## config.mk

```make
export PLATFORM = sky130hd
export DESIGN_NAME = dma_qw_pack_bridge
export DESIGN_NICKNAME = d
export VERILOG_FILES = /design/src/rtl/qwb_pkg.sv /design/src/rtl/qwb_lane_packer.sv /design/src/rtl/qwb_emit_stage.sv /design/src/rtl/qwb_addr_stepper.sv /design/src/rtl/qwb_sticky_flag.sv /design/src/rtl/dma_qw_pack_bridge.sv
export SDC_FILE = /design/constraint.sdc
export NUM_CORES = 1
export LEC_CHECK = 0
export ABC_AREA = 1
export BUFFER_PORTS_ARGS = -buffer_cell sky130_fd_sc_hd__buf_2
export CAP_MARGIN = 20
export CORE_AREA = 8 8 148 150
export CTS_CLUSTER_DIAMETER = 30
export DETAILED_ROUTE_END_ITERATION = 7
export DIE_AREA = 0 0 156 158
export PLACE_DENSITY_LB_ADDON = 0.1
export SETUP_SLACK_MARGIN = 0.2
export SLEW_MARGIN = 25
export SYNTH_ARGS = -nofsm -noshare
export SYNTH_HDL_FRONTEND = slang
export SYNTH_SLANG_ARGS = --single-unit
```

## constraint.sdc

```tcl
create_clock -name clk -period 2.6 [get_ports clk]
set_clock_uncertainty 0.1 [all_clocks]
set_input_delay 0.52 -clock clk [delete_from_list [all_inputs] [get_ports clk]]
set_output_delay 0.52 -clock clk [all_outputs]
set_load 0.03 [all_outputs]
```

## src/rtl/qwb_pkg.sv

```systemverilog
package qwb_pkg;

    typedef enum logic {
        PH_GATHER = 1'b0,
        PH_EMIT   = 1'b1
    } phase_e;

    localparam int unsigned BITS_PER_BYTE = 8;

    function automatic int unsigned bytes_in(input int unsigned bits);
        return bits / BITS_PER_BYTE;
    endfunction

endpackage

```

## src/rtl/qwb_lane_packer.sv

```systemverilog
module qwb_lane_packer #(
    parameter int unsigned BEAT_W = 32,
    parameter int unsigned LANES  = 4,
    localparam int unsigned IDX_W  = $clog2(LANES),
    localparam int unsigned CNT_W  = $clog2(LANES + 1),
    localparam int unsigned WORD_W = BEAT_W * LANES
) (
    input  logic              clk,
    input  logic              rst,
    input  logic              take,
    input  logic              last,
    input  logic [BEAT_W-1:0] beat,
    output logic              close,
    output logic [WORD_W-1:0] word,
    output logic [CNT_W-1:0]  fill
);

    logic [IDX_W-1:0] idx_q;

    // a group closes on its top lane or on a last marker
    assign close = take && (last || (idx_q == IDX_W'(LANES - 1)));
    assign fill  = CNT_W'(idx_q) + CNT_W'(1);

    always_ff @(posedge clk) begin
        if (rst || close) begin
            idx_q <= '0;
        end else if (take) begin
            idx_q <= idx_q + 1'b1;
        end
    end

    // lanes are cleared after each close, so unwritten lanes read as zero
    for (genvar l = 0; l < LANES; l++) begin : g_lane
        logic [BEAT_W-1:0] hold_q;
        logic              hit;

        assign hit = take && (idx_q == IDX_W'(l));

        always_ff @(posedge clk) begin
            if (rst || close) begin
                hold_q <= '0;
            end else if (hit) begin
                hold_q <= beat;
            end
        end

        assign word[l*BEAT_W +: BEAT_W] = hit ? beat : hold_q;
    end

endmodule

```

## src/rtl/qwb_emit_stage.sv

```systemverilog
module qwb_emit_stage
    import qwb_pkg::*;
#(
    parameter int unsigned WORD_W = 128,
    parameter int unsigned LANES  = 4,
    parameter int unsigned CNT_W  = 3,
    localparam int unsigned BE_W       = bytes_in(WORD_W),
    localparam int unsigned LANE_BYTES = BE_W / LANES
) (
    input  logic              clk,
    input  logic              rst,
    input  logic              close,
    input  logic [WORD_W-1:0] word,
    input  logic [CNT_W-1:0]  fill,
    output logic              wr_en,
    output logic [WORD_W-1:0] wr_data,
    output logic [BE_W-1:0]   wr_be
);

    phase_e            phase_q;
    logic [BE_W-1:0]   be_next;
    logic [WORD_W-1:0] data_q;
    logic [BE_W-1:0]   be_q;

    for (genvar l = 0; l < LANES; l++) begin : g_be
        assign be_next[l*LANE_BYTES +: LANE_BYTES] =
            (fill > CNT_W'(l)) ? {LANE_BYTES{1'b1}} : {LANE_BYTES{1'b0}};
    end

    always_ff @(posedge clk) begin
        if (rst) begin
            phase_q <= PH_GATHER;
        end else begin
            phase_q <= close ? PH_EMIT : PH_GATHER;
        end
    end

    always_ff @(posedge clk) begin
        if (rst) begin
            data_q <= '0;
            be_q   <= '0;
        end else if (close) begin
            data_q <= word;
            be_q   <= be_next;
        end
    end

    assign wr_en   = (phase_q == PH_EMIT);
    assign wr_data = data_q;
    assign wr_be   = be_q;

endmodule

```

## src/rtl/qwb_addr_stepper.sv

```systemverilog
module qwb_addr_stepper #(
    parameter int unsigned      ADDR_W    = 32,
    parameter int unsigned      STEP      = 16,
    parameter logic [ADDR_W-1:0] BASE_ADDR = '0
) (
    input  logic              clk,
    input  logic              rst,
    input  logic              advance,
    output logic [ADDR_W-1:0] addr
);

    logic [ADDR_W-1:0] addr_q;

    always_ff @(posedge clk) begin
        if (rst) begin
            addr_q <= BASE_ADDR;
        end else if (advance) begin
            addr_q <= addr_q + ADDR_W'(STEP);
        end
    end

    assign addr = addr_q;

endmodule

```

## src/rtl/qwb_sticky_flag.sv

```systemverilog
module qwb_sticky_flag (
    input  logic clk,
    input  logic rst,
    input  logic set,
    output logic flag
);

    logic flag_q;

    always_ff @(posedge clk) begin
        if (rst) begin
            flag_q <= 1'b0;
        end else if (set) begin
            flag_q <= 1'b1;
        end
    end

    assign flag = flag_q;

endmodule

```

## src/rtl/dma_qw_pack_bridge.sv

```systemverilog
module dma_qw_pack_bridge
    import qwb_pkg::*;
#(
    parameter int unsigned       BEAT_W    = 32,
    parameter int unsigned       LANES     = 4,
    parameter int unsigned       ADDR_W    = 32,
    parameter logic [ADDR_W-1:0] BASE_ADDR = '0
) (
    input  logic                                   clk,
    input  logic                                   rst,
    input  logic                                   in_valid,
    output logic                                   in_ready,
    input  logic [BEAT_W-1:0]                      in_data,
    input  logic                                   in_last,
    output logic                                   wr_en,
    output logic [ADDR_W-1:0]                      wr_addr,
    output logic [BEAT_W*LANES-1:0]                wr_data,
    output logic [(BEAT_W*LANES)/BITS_PER_BYTE-1:0] wr_be,
    output logic                                   done
);

    localparam int unsigned WORD_W = BEAT_W * LANES;
    localparam int unsigned BE_W   = bytes_in(WORD_W);
    localparam int unsigned CNT_W  = $clog2(LANES + 1);

    logic              take;
    logic              close;
    logic [WORD_W-1:0] word;
    logic [CNT_W-1:0]  fill;
    logic              emit;

    // the input stalls only while a quadword is on the write port
    assign in_ready = !emit;
    assign take     = in_valid && in_ready;

    qwb_lane_packer #(
        .BEAT_W (BEAT_W),
        .LANES  (LANES)
    ) u_pack (
        .clk   (clk),
        .rst   (rst),
        .take  (take),
        .last  (in_last),
        .beat  (in_data),
        .close (close),
        .word  (word),
        .fill  (fill)
    );

    qwb_emit_stage #(
        .WORD_W (WORD_W),
        .LANES  (LANES),
        .CNT_W  (CNT_W)
    ) u_emit (
        .clk     (clk),
        .rst     (rst),
        .close   (close),
        .word    (word),
        .fill    (fill),
        .wr_en   (emit),
        .wr_data (wr_data),
        .wr_be   (wr_be)
    );

    qwb_addr_stepper #(
        .ADDR_W    (ADDR_W),
        .STEP      (BE_W),
        .BASE_ADDR (BASE_ADDR)
    ) u_addr (
        .clk     (clk),
        .rst     (rst),
        .advance (emit),
        .addr    (wr_addr)
    );

    qwb_sticky_flag u_done (
        .clk  (clk),
        .rst  (rst),
        .set  (close && in_last),
        .flag (done)
    );

    assign wr_en = emit;

endmodule

```

* Yosys cells after proc, flatten, opt, wreduce, memory -nomap -nowiden
Cells that the tools add are included.
Storage, ports and cells: register bits after elaboration 308, input bits 36, word-level logic and storage cells 40
Cells by class: $add $sub $neg 3, magnitude comparators 4, eq/ne operators 3, multiplexer cells 9, reductions and logical operators 11
Operators by type and width (number):
- $mux W32 | 4
- $add A32 B5 Y32 const B | 1
- $mux W4 | 4
- $logic_and A1 B1 Y1 | 7
- $gt A3 B1 Y1 const B | 2
- $gt A3 B2 Y1 const B | 2
- $eq A2 B2 Y1 const B | 2
- $add A2 B1 Y3 const B | 1
- $add A2 B1 Y2 const B | 1
- $eq A2 B1 Y1 const B | 1
- $logic_not A2 Y1 | 1
- $logic_or A1 B1 Y1 | 2
- $logic_not A1 Y1 | 1
- $mux W1 | 1

* Longest topological paths before layout
Gate-level depths: netlist of the first run.
word-level depth 4, depth in mapped cells 9

* Cells and area by module
From an unflattened synthesis of the first run, not the netlist that was laid out.
Unflattened totals: cells, all modules 1847, area total of the unflattened synthesis 12490.7 um^2
Modules (own cells, without submodules):
- qwb_lane_packer | instances 1, cells each 1011, area an instance 6212.2 um^2, sequential area each 2602.5 um^2
- qwb_emit_stage | instances 1, cells each 590, area an instance 4690.7 um^2, sequential area each 2662.6 um^2
- qwb_addr_stepper | instances 1, cells each 238, area an instance 1539.0 um^2, sequential area each 560.5 um^2
- qwb_sticky_flag | instances 1, cells each 3, area an instance 27.5 um^2, sequential area each 20.0 um^2
- dma_qw_pack_bridge | instances 1, cells each 5, area an instance 21.3 um^2, sequential area each 0.0 um^2

* Worst setup path before layout of the first run
Ideal clock, no wire load.
kind register to register, from reg u_addr.addr_q[4] (netlist: u_addr.addr[4]), to reg u_addr.addr_q[26] (netlist: u_addr.addr[26]), data arrival time 1.584 ns, required time 2.384 ns, setup slack 0.800 ns, stages on the path, launching flop included 9, buffers on the path 0, clock period less this slack 1.800 ns, cells stage by stage dfxtp_1 > ha_1 > nand3_1 > inv_1 > nand3_1 > nor2_1 > nand3_1 > nand2_1 > nor2_1
Between the ends: longest elaborated chain between the ends 1
Ends and longest elaborated chain:
- start, declared | line qwb_addr_stepper.sv:12 | logic [ADDR_W-1:0] addr_q;
- start signal, assigned | line qwb_addr_stepper.sv:18 | addr_q <= addr_q + ADDR_W'(STEP);
- $add A32 B5 Y32 | line qwb_addr_stepper.sv:18
Every way passes these cells. A chain may end at the register's enable or synchronous reset.

* Worst setup path in the final report of the first run
from reg u_pack.idx_q[0], to reg u_emit.data_q[113] (netlist: u_emit.wr_data[113])
Between the ends: longest elaborated chain between the ends 3
Ends and longest elaborated chain:
- start, declared | line qwb_lane_packer.sv:18 | logic [IDX_W-1:0] idx_q;
- start signal, assigned | line qwb_lane_packer.sv:28 | idx_q <= idx_q + 1'b1;
- $eq A2 B2 Y1 (*) | line qwb_lane_packer.sv:21, qwb_lane_packer.sv:37
- $logic_and A1 B1 Y1 or $logic_or A1 B1 Y1 (tied branches) | line qwb_lane_packer.sv:37, qwb_lane_packer.sv:21
- $mux W32 or $logic_and A1 B1 Y1 (tied branches) | line qwb_lane_packer.sv:47, qwb_lane_packer.sv:21
- end signal, assigned | line qwb_emit_stage.sv:43 | data_q <= word;
- end, declared | line qwb_emit_stage.sv:22 | logic [WORD_W-1:0] data_q;
Mark *: on every way between the ends. The rest lies on a longest branch, timed or not.

==> results of run 1 <==
[power by group]
part	switching [W]	internal, W
logic	0.000573	0.000205
clock network	0.00227	0.00397
registers	0.0000517	0.00460
[layout by cell type (no fill, tap or decap), drive strengths merged, types with 4 or more instances in the layout]
cell	count
o21ai	263
nand3	163
nor2	193
a21oi	17
clkbuf	61
conb	4
ha	7
dfxtp	292
nand2	199
nand4	4
clkinv	10
clkinvlp	11
inv	171
buf	228
[cells by family after synthesis]
kind of cell	Yosys count	synth area share
adders and majority gates	7	0.00760
xor gates and xnor gates	2	0.00152
and+or+nand+nor	564	0.206
AOI/OAI and AO/OA	281	0.150
other	1	0.000326
DFF	292	0.507
buffers and inverters	265	0.127
[cells in the mapped netlist (2+ instances only)]
| cell type | n |
|---|---|
| a21oi_1 | 17 |
| and3_1 | 2 |
| buf_12 | 8 |
| buf_2 | 33 |
| buf_4 | 19 |
| buf_6 | 5 |
| buf_8 | 3 |
| clkbuf_1 | 19 |
| clkbuf_8 | 13 |
| dfxtp_1 | 292 |
| ha_1 | 7 |
| inv_1 | 160 |
| inv_2 | 2 |
| nand2_1 | 194 |
| nand2_2 | 3 |
| nand2_4 | 2 |
| nand3_1 | 163 |
| nand4_1 | 4 |
| nor2_1 | 190 |
| nor2_2 | 2 |
| nor3_1 | 3 |
| o21ai_0 | 140 |
| o21ai_1 | 39 |
| o21ai_2 | 82 |
[critical path, delay by kind of cell, from the launching register on]
family,cells,cell delay [ns]
adder cells (fa/ha/maj),1,0.30
flip-flops,1,0.35
AND/OR/NAND/NOR,1,0.09
buffers and inverters,2,0.56
AO/OA/AOI/OAI,2,0.54
[final cells by class]
cell class                      count  area, µm²
Fill cell                        1653       5710
Multi-Input combinational cell    859       4240
Timing Repair Buffer              228       1310
Inverter                          163        627
Sequential cell                   292       5850
Clock inverter                     31        278
Tap cell                          270        338
Clock buffer                       61       1360
[layer usage]
metal | global-route usage | wire length [µm] | vias up | part of all wire
met5 | 0 | 0 | - | 0
met4 | 0.0633 | 448 | 0 | 0.016
met3 | 0.0562 | 2020 | 37 | 0.072
met2 | 0.373 | 13200 | 265 | 0.47
met1 | 0.285 | 12500 | 4505 | 0.44
li1 | - | - | 4906 | -
[sequential cells by signal (all words and copies together) (netlist names)]
name                  cells
u_emit.wr_en              1
u_done.flag               1
u_emit.wr_data          128
u_addr.addr              28
u_pack.g_lane.hold_q    128
u_pack.idx_q              2
u_emit.wr_be              4
[timing repair]
item                                    4_1_cts  5_1_grt
hold buffers                                  0        0
buffers inserted                              0        0
endpoints found under the setup margin        0      139
gates resized for setup                       0        0
[worst min-delay path by stage]
stage | from | endpoint | slack (ns) | cells after the start
after global placement | u_done.flag | u_done.flag | 0.34 | 2
after floorplan | u_pack.idx_q[1] | u_pack.idx_q[1] | 0.39 | 2
after detailed placement | u_done.flag | u_done.flag | 0.35 | 2
after CTS | in_last | u_done.flag | 0.19 | 3
final | in_valid | u_pack.idx_q[0] | 0.23 | 4
after global routing | rst | u_addr.addr[11] | 0.23 | 2
[per-stage QoR]
stage | instances | total power, W
global route | 1904 | 0.0121
global placement | 1811 | 0.00550
detailed placement | 1811 | 0.00552
finish | 1904 | 0.0117
floorplan | 1415 | 0.00534
CTS | 1903 | 0.0117
==> flow_summary.ini, run 1 <==
[run_status]
status = complete, no violations

[pwr]
p_leak_nw = 6.52
vdd_ir_drop_max_v = 0.000614
p_per_area_nw_per_um2 = 834

[finish]
area_growth_pct = 21.5
final_util = 0.710
num-nets-final = 1636
final_area_um2 = 14000
drive_gt1_frac = 0.252
antennaDiodeCount = 0

[timing]
fin_crit_sh = 0.820
tightest_slew_ns = 0.717
whs_ns = 0.228
finalHoldViolCount = 0
worst_slack_ns = 0.468
slew-limit-headroom = 0.522
report.final.slew_viol_count = 0
min_period_ns = 2.13
setup_viol = 0
max_freq_mhz = 469
rsz0062_at_grt = false
fin_setup_tns_ns = 0

[clocking]
clkTransAtPathRegs_ns = 0.05
htree_levels = 2
cts_sinks = 292
cts_buffers = 49
clk-insertion-delay-late_ns = 0.54
root_buffer = clkbuf_16
cts_buffer_depth = 3
cts_tree = done

[hold_path]
hold_path.class = in2reg

[synth]
ys_seq_area_frac = 0.507
synth_edf_count = 0
async_flop_share = 0
yosys.area.top_type_share = 0.507
yosys-top-cells-area = dfxtp_1 (51%), nand3_1 (7.1%), nand2_1 (6.3%)
yosysTopAreaCell = dfxtp_1
synth_area_um2 = 11500
syn_area_per_cell_um2 = 8.16
synthCells = 1412
ys.flop_type = dfxtp_1
yosys.cell_types.count = 34
ys_warn_count = 0
ys_seq_elements = 292

[global_route]
grt_max_degree = 155
grt_pass1_vias = 9104
antenna_found_initial = 0
grt_pass1_wl_um = 45800
overflow = 0
track_usage = 0.225

[critical_path]
startpoint = u_pack.idx_q[0]
end_kind = flop
slowest_delay_ns = 0.42
path_cells = ha_1, o21ai_4, nor2_4, inv_6, buf_12, o21ai_1
reg2reg_to = u_emit.wr_data[113]
timing.rr.start = u_pack.idx_q[0]
start_kind = flop
arrival_ns = 2.44
r2r_cells = 6
cp.required_ns = 2.90
ff2ff_setup_slack_ns = 0.47
path_class = reg2reg
critical_path.endpoint = u_emit.wr_data[113]
worstPathMaxFanout = 38
cp_slowest_cell = o21ai_4

[placement]
io_buffer_count = 210
pre_cts_slack_ns = 0.300
place_congestion = 0.797
hpwl_um = 17600
placed_area_um2 = 12300

[die]
core_area_um2 = 19700
ios = 215
rows = 52
start_util = 0.584
die_w_um = 156
die_y_um = 158
dieArea_um2 = 24600

[route]
ant_nets = 0
remaining_drc_errors = 0
vias = 9713
drt_first_pass_iters = 7
wl_per_cell_um = 14.8
drt_iter0_markers = 566
wl_um = 28100
viasPerCell = 5.10

[flow_run]
max_cap_viol_count = 0
Power figures use the tool's default switching activity.
==> run 2: changes to the inputs <==
--- a/config.mk
+++ b/config.mk
@@ -8,10 +8,10 @@
 export ABC_AREA = 1
 export BUFFER_PORTS_ARGS = -buffer_cell sky130_fd_sc_hd__buf_2
 export CAP_MARGIN = 20
-export CORE_AREA = 8 8 148 150
+export CORE_AREA = 8 8 154 156
 export CTS_CLUSTER_DIAMETER = 30
 export DETAILED_ROUTE_END_ITERATION = 7
-export DIE_AREA = 0 0 156 158
+export DIE_AREA = 0 0 162 164
 export PLACE_DENSITY_LB_ADDON = 0.1
 export SETUP_SLACK_MARGIN = 0.2
 export SLEW_MARGIN = 25
==> constraint.sdc (replaced) <==
create_clock -name clk -period 2.2 [get_ports clk]
set_clock_uncertainty 0.1 [all_clocks]
set_input_delay 0.44 -clock clk [delete_from_list [all_inputs] [get_ports clk]]
set_output_delay 0.44 -clock clk [all_outputs]
set_load 0.03 [all_outputs]
==> run 2 against run 1 <==
Against the previous run: clock power up 43%; register-to-register slack worse by 0.11 ns; worst setup slack worse by 0.11 ns; total power up 32%; via count is 0.39% lower; final cell count increased by 1.0%; sequential power is 18% higher; largest cell class unchanged.
==> flow_summary.ini, run 2 (synthesis gave the netlist of run 1 again) <==
[finish]
drive_gt1_frac = 0.256
area_growth_pct = 24.9
num-nets-final = 1641
antennaDiodeCount = 0
layout_commonest_cell = dfxtp_1
layout_common_cells = dfxtp_1 (292), buf_2 (210), nand2_1 (193)
final_area_um2 = 14400
final.fill_count = 1831

[placement]
placed_area_um2 = 12400
hpwl_um = 17600
io_buffer_count = 210
pre_cts_slack_ns = 0.337
place_congestion = 0.793

[pwr]
total_power_w = 0.0154
swShare = 0.222
p_per_area_nw_per_um2 = 1070
power_switching_w = 0.00342
p_int_w = 0.0120
seqPwrFrac = 0.358
clockPowerShare = 0.582
comb_power_share = 0.060
vdd_ir_drop_max_v = 0.000811
p_leak_nw = 6.73

[route]
ant_nets = 0
drt_iter0_markers = 670
drt_first_pass_iters = 5
remaining_drc_errors = 0
vias = 9675
wl_um = 28400
viasPerCell = 5.03
wl_per_cell_um = 14.8

[hold_path]
hold_start = in_data[11]
hold_path.class = in2reg
whs_endpoint = u_pack.g_lane[3].hold_q[11]
holdPathStages = 3

[critical_path]
start_kind = flop
arrival_ns = 2.14
r2r_cells = 6
timing.rr.start = u_pack.idx_q[0]
path_class = reg2reg
end_kind = flop
ff2ff_setup_slack_ns = 0.36
worstPathMaxFanout = 61
reg2reg_to = u_emit.wr_data[112]
cp.required_ns = 2.51

[die]
rows = 54
core_area_um2 = 21400
die_y_um = 164
ios = 215
die_w_um = 162
start_util = 0.540
dieArea_um2 = 26600

[clocking]
root_buffer = clkbuf_16
clkTransAtPathRegs_ns = 0.05
cts_buffer_depth = 3
hold_buffers = 0
cts_setup_buffers = 0
clk-insertion-delay-late_ns = 0.54
cts_buffers = 55
cts_sinks = 292
cts_tree = done
htree_levels = 2

[global_route]
overflow = 0
grt_max_degree = 82
track_usage = 0.209
grt_pass1_vias = 9240
antenna_found_initial = 0
grt_pass1_wl_um = 46500

[timing]
setup_viol = 0
whs_ns = 0.141
fin_crit_sh = 0.835
slew-limit-headroom = 0.668
finalHoldViolCount = 0
worst_slack_ns = 0.362
min_period_ns = 1.84
report.final.slew_viol_count = 0
rsz0062_at_grt = false
fin_setup_tns_ns = 0
tightest_slew_ns = 0.496
max_freq_mhz = 544

[run_status]
status = complete, no violations

[flow_run]
max_cap_viol_count = 0
## run 2: changes by cell type in the layout (fill, tap and decap cells not counted)
| cell | previous run | this run |
|---|---|---|
| bufinv_16 | 2 | 11 |
| clkinvlp_4 | 11 | 4 |
| clkbuf_16 | 51 | 57 |
| inv_6 | 9 | 3 |
| clkinv_2 | 6 | 10 |
| clkbuf_8 | 5 | 8 |
| buf_4 | 8 | 7 |
| buf_6 | 0 | 1 |
| clkinv_4 | 4 | 5 |
| o21ai_2 | 83 | 82 |
## run 2: critical path, cell delays in order (launching register included)
cell and delay, ns:
dfxtp_1 0.34, ha_1 0.27, o21ai_4 0.30, nor2_4 0.09, inv_6 0.09, buf_12 0.34, o21ai_1 0.13
## run 2: final cells by class
cell class              instances  area [µm²]  share of cell area
inverters                     163         627              0.0436
repair buffers                228        1320              0.0914
clock inverters                32         472              0.0328
multi-input cells             858        4230               0.294
clock buffers                  70        1560               0.108
well taps                     280         350              0.0243
flip-flops and latches        292        5850               0.406
## run 2: how the worst max path moves through the flow
stage                     cells after the start       startpoint  slack [ns]                  end
after floorplan                               8   u_addr.addr[4]        0.40      u_addr.addr[26]
after global placement                        5  u_pack.idx_q[0]        0.38   u_emit.wr_data[85]
after detailed placement                      5  u_pack.idx_q[0]        0.34  u_emit.wr_data[124]
after CTS                                     5  u_pack.idx_q[0]        0.31      u_emit.wr_be[7]
after global routing                          8   u_addr.addr[5]        0.24      u_addr.addr[26]
final                                         6  u_pack.idx_q[0]        0.36  u_emit.wr_data[112]
## run 2: power by group through the flow
stage                     Clock [W]  Combinational (W)  Sequential, W
after CTS                   0.00909           0.000930        0.00550
after global placement            0           0.000916        0.00560
after floorplan                   0           0.000598        0.00571
after detailed placement          0           0.000924        0.00561
after global routing        0.00936            0.00103        0.00551
final                       0.00895           0.000921        0.00550
## run 2: per-stage QoR
step / std cells / utilization
floorplan: 1415 / -
global placement: 1821 / 0.579
detailed placement: 1821 / 0.579
CTS: 1923 / 0.674
global route: 1923 / 0.674
finish: 1923 / 0.674
## run 2: metal layers
| layer | vias to the layer above | share of wire | track usage |
|---|---|---|---|
| met3 | 37 | 0.063 | 0.0549 |
| li1 | 4916 | - | - |
| met5 | - | 0 | 0 |
| met2 | 251 | 0.48 | 0.354 |
| met4 | 0 | 0.016 | 0.0581 |
| met1 | 4471 | 0.44 | 0.259 |
## run 2: repair_timing
item	4_1_cts	5_1_grt
resized for setup	0	1
endpoints found under the hold margin	0	0
setup endpoints to repair	0	2
==> run 3: changes to the inputs <==
--- a/config.mk
+++ b/config.mk
@@ -5,13 +5,13 @@
 export SDC_FILE = /design/constraint.sdc
 export NUM_CORES = 1
 export LEC_CHECK = 0
-export ABC_AREA = 1
+export ABC_AREA = 0
 export BUFFER_PORTS_ARGS = -buffer_cell sky130_fd_sc_hd__buf_2
 export CAP_MARGIN = 20
-export CORE_AREA = 8 8 154 156
+export CORE_AREA = 8 8 146 148
 export CTS_CLUSTER_DIAMETER = 30
 export DETAILED_ROUTE_END_ITERATION = 7
-export DIE_AREA = 0 0 162 164
+export DIE_AREA = 0 0 154 156
 export PLACE_DENSITY_LB_ADDON = 0.1
 export SETUP_SLACK_MARGIN = 0.2
 export SLEW_MARGIN = 25
==> constraint.sdc (replaced) <==
create_clock -name clk -period 1.8 [get_ports clk]
set_clock_uncertainty 0.1 [all_clocks]
set_input_delay 0.36 -clock clk [delete_from_list [all_inputs] [get_ports clk]]
set_output_delay 0.36 -clock clk [all_outputs]
set_load 0.03 [all_outputs]
==> run 3 against run 2 <==
Against the previous run: the flow now finishes with violations (negative setup slack); critical path type unchanged; clock power grew 8.8%; via count rose by 4.3%; maximum frequency decreased by 5.9%; clock-buffer cell count is 4 lower; global-route usage grew 5.2 points; final cell count fell by 14%; worst hold slack got worse by 0.072 ns; utilization is 23 points higher; total power increased by 20%.
==> flow_summary.ini, run 3 <==
[run_status]
status = complete, but fails checks
violations = negative setup slack

[clocking]
cts_sinks = 292
cts_buffers = 50
htree_levels = 2
cts_buffer_depth = 3
cts_tree = done
clkTransAtPathRegs_ns = 0.06
clk-insertion-delay-late_ns = 0.55
root_buffer = clkbuf_16

[synth]
synth_most_common_cell = dfxtp_1
syn_area_per_cell_um2 = 9.69
ys.flop_type = dfxtp_1
ys_seq_area_frac = 0.581
yosys-top-cells-area = dfxtp_1 (58%), mux2i_1 (13%), o21ai_0 (6.9%)
synthCells = 1038
yosys-top-cells-count = dfxtp_1 (292), nand2_1 (146), nor2_1 (141)
async_flop_share = 0
synth_edf_count = 0
ys_seq_elements = 292
yosys.area.top_type_share = 0.581
ys_warn_count = 0
yosys.cell_types.count = 34
yosysTopAreaCell = dfxtp_1
synth_area_um2 = 10100

[finish]
drive_gt1_frac = 0.579
layout_commonest_cell = dfxtp_1
final_area_um2 = 17300
layout_common_cells = dfxtp_1 (258), buf_2 (180), mux2i_1 (89)
area_growth_pct = 72.4
num-nets-final = 1423
instances_no_fill = 1659

[placement]
hpwl_um = 17200
placed_area_um2 = 11700
io_buffer_count = 210
place_congestion = 0.804
place_inst = 1452

[route]
ant_nets = 0
drt_iter0_markers = 734
viasPerCell = 6.08
vias = 10092
drt_first_pass_iters = 5
wl_um = 44600
wl_per_cell_um = 26.9
remaining_drc_errors = 0

[global_route]
antenna_found_initial = 2
overflow = 0
grt_pass1_wl_um = 50100
track_usage = 0.261
grt_max_degree = 31
grt_pass1_vias = 9076

[pwr]
vdd_ir_drop_max_v = 0.000921
total_power_w = 0.0185
p_leak_nw = 8.22
p_per_area_nw_per_um2 = 1070

[die]
core_area_um2 = 19100
die_w_um = 154
dieArea_um2 = 24000
ios = 215
rows = 51
start_util = 0.527
die_y_um = 156

[timing]
setup_viol = 240
worst_slack_ns = -0.154
max_freq_mhz = 512
report.final.slew_viol_count = 0
slew-limit-headroom = 0.603
finalHoldViolCount = 0
whs_ns = 0.0689
min_period_ns = 1.95
fin_setup_tns_ns = -10.94
rsz0062_at_grt = true
tightest_slew_ns = 0.579
fin_crit_sh = 1.09

[critical_path]
startpoint = u_pack.idx_q[0]
timing.rr.start = u_pack.idx_q[0]
cp.required_ns = 2.12
critical_path.endpoint = u_emit.wr_data[7]
slowest_delay_ns = 0.49
ff2ff_setup_slack_ns = -0.15
path_cells = buf_4, inv_1, ha_4, nand2_8, buf_12, mux2i_1, o21ai_2
cp_slowest_cell = mux2i_1
reg2reg_to = u_emit.wr_data[7]
end_kind = flop
start_kind = flop
path_class = reg2reg
r2r_cells = 7
worstPathMaxFanout = 6
arrival_ns = 2.27

[flow_run]
max_cap_viol_count = 0

[hold_path]
hold_path.class = in2reg
-- run 3: metal layers --
| metal | vias to the layer above | GRT usage | share of wire |
|---|---|---|---|
| li1 | 4224 | - | - |
| met1 | 4996 | 0.304 | 0.36 |
| met2 | 683 | 0.453 | 0.51 |
| met3 | 189 | 0.0651 | 0.079 |
| met4 | 0 | 0.107 | 0.054 |
| met5 | - | 0 | 0 |
-- run 3: worst min-delay path by stage --
stage                                      startpoint                          end  slack [ns]  cells after the start
after floorplan           u_pack.g_lane[0].hold_q[30]  u_pack.g_lane[0].hold_q[30]        0.37                      2
after global placement             u_emit.wr_data[26]           u_emit.wr_data[26]        0.33                      2
after detailed placement           u_emit.wr_data[36]           u_emit.wr_data[36]        0.34                      2
after CTS                                     in_last             u_emit.wr_be[14]        0.02                      4
after global routing                      in_data[24]           u_emit.wr_data[56]        0.08                      3
final                                     in_data[24]           u_emit.wr_data[56]        0.07                      3
-- run 3: final cells by class --
type,instances,area (µm²)
diodes,2,5.00
repair buffers,368,3830
inverters,9,38.8
well taps,238,298
clock inverters,25,248
multi-input cells,659,5520
fillers,695,1740
flip-flops and latches,292,5920
clock buffers,66,1480
-- run 3: kinds of logic (layout without fill, tap and decap cells) --
family,count (synthesis),count (layout),share of synthesized area
compound gates,173,173,0.0891
xor+xnor,9,9,0.00784
fa+ha+maj,7,7,0.00871
buf+inv,90,468,0.0413
flops,292,292,0.581
mux,129,129,0.128
other cells,1,6,0.000373
simple gates,337,337,0.143
-- run 3: worst max-delay path, delay by kind of cell, from the launching register on --
| kind | cells | cell delay [ns] |
|---|---|---|
| fa+ha+maj | 1 | 0.22 |
| flops | 1 | 0.36 |
| compound gates | 1 | 0.11 |
| mux | 1 | 0.49 |
| buf+inv | 3 | 0.44 |
| simple gates | 1 | 0.12 |
-- run 3: power by group --
part           switching, W  internal, W  leakage, nW  total [W]
combinational       0.00113     0.000926         4.98    0.00206
sequential         0.000101      0.00658         2.38    0.00668
clock               0.00359      0.00615        0.860    0.00974
-- run 3: timing repair --
item                                    4_1_cts  5_1_grt
buffers inserted                             32       33
cloned                                       28       20
hold endpoints to repair                      1        0
pin swaps                                    21      137
hold buffers                                  1        0
endpoints found under the setup margin      292      343
resized for setup                           193      527
-- run 3: metrics by stage --
step            util  worst slack [ns]
5_1_grt        0.909            -0.178
6_report       0.909            -0.154
4_1_cts        0.794           -0.0410
3_5_place_dp   0.615            -0.107
2_1_floorplan      -            -0.116
3_3_place_gp   0.615           -0.0930
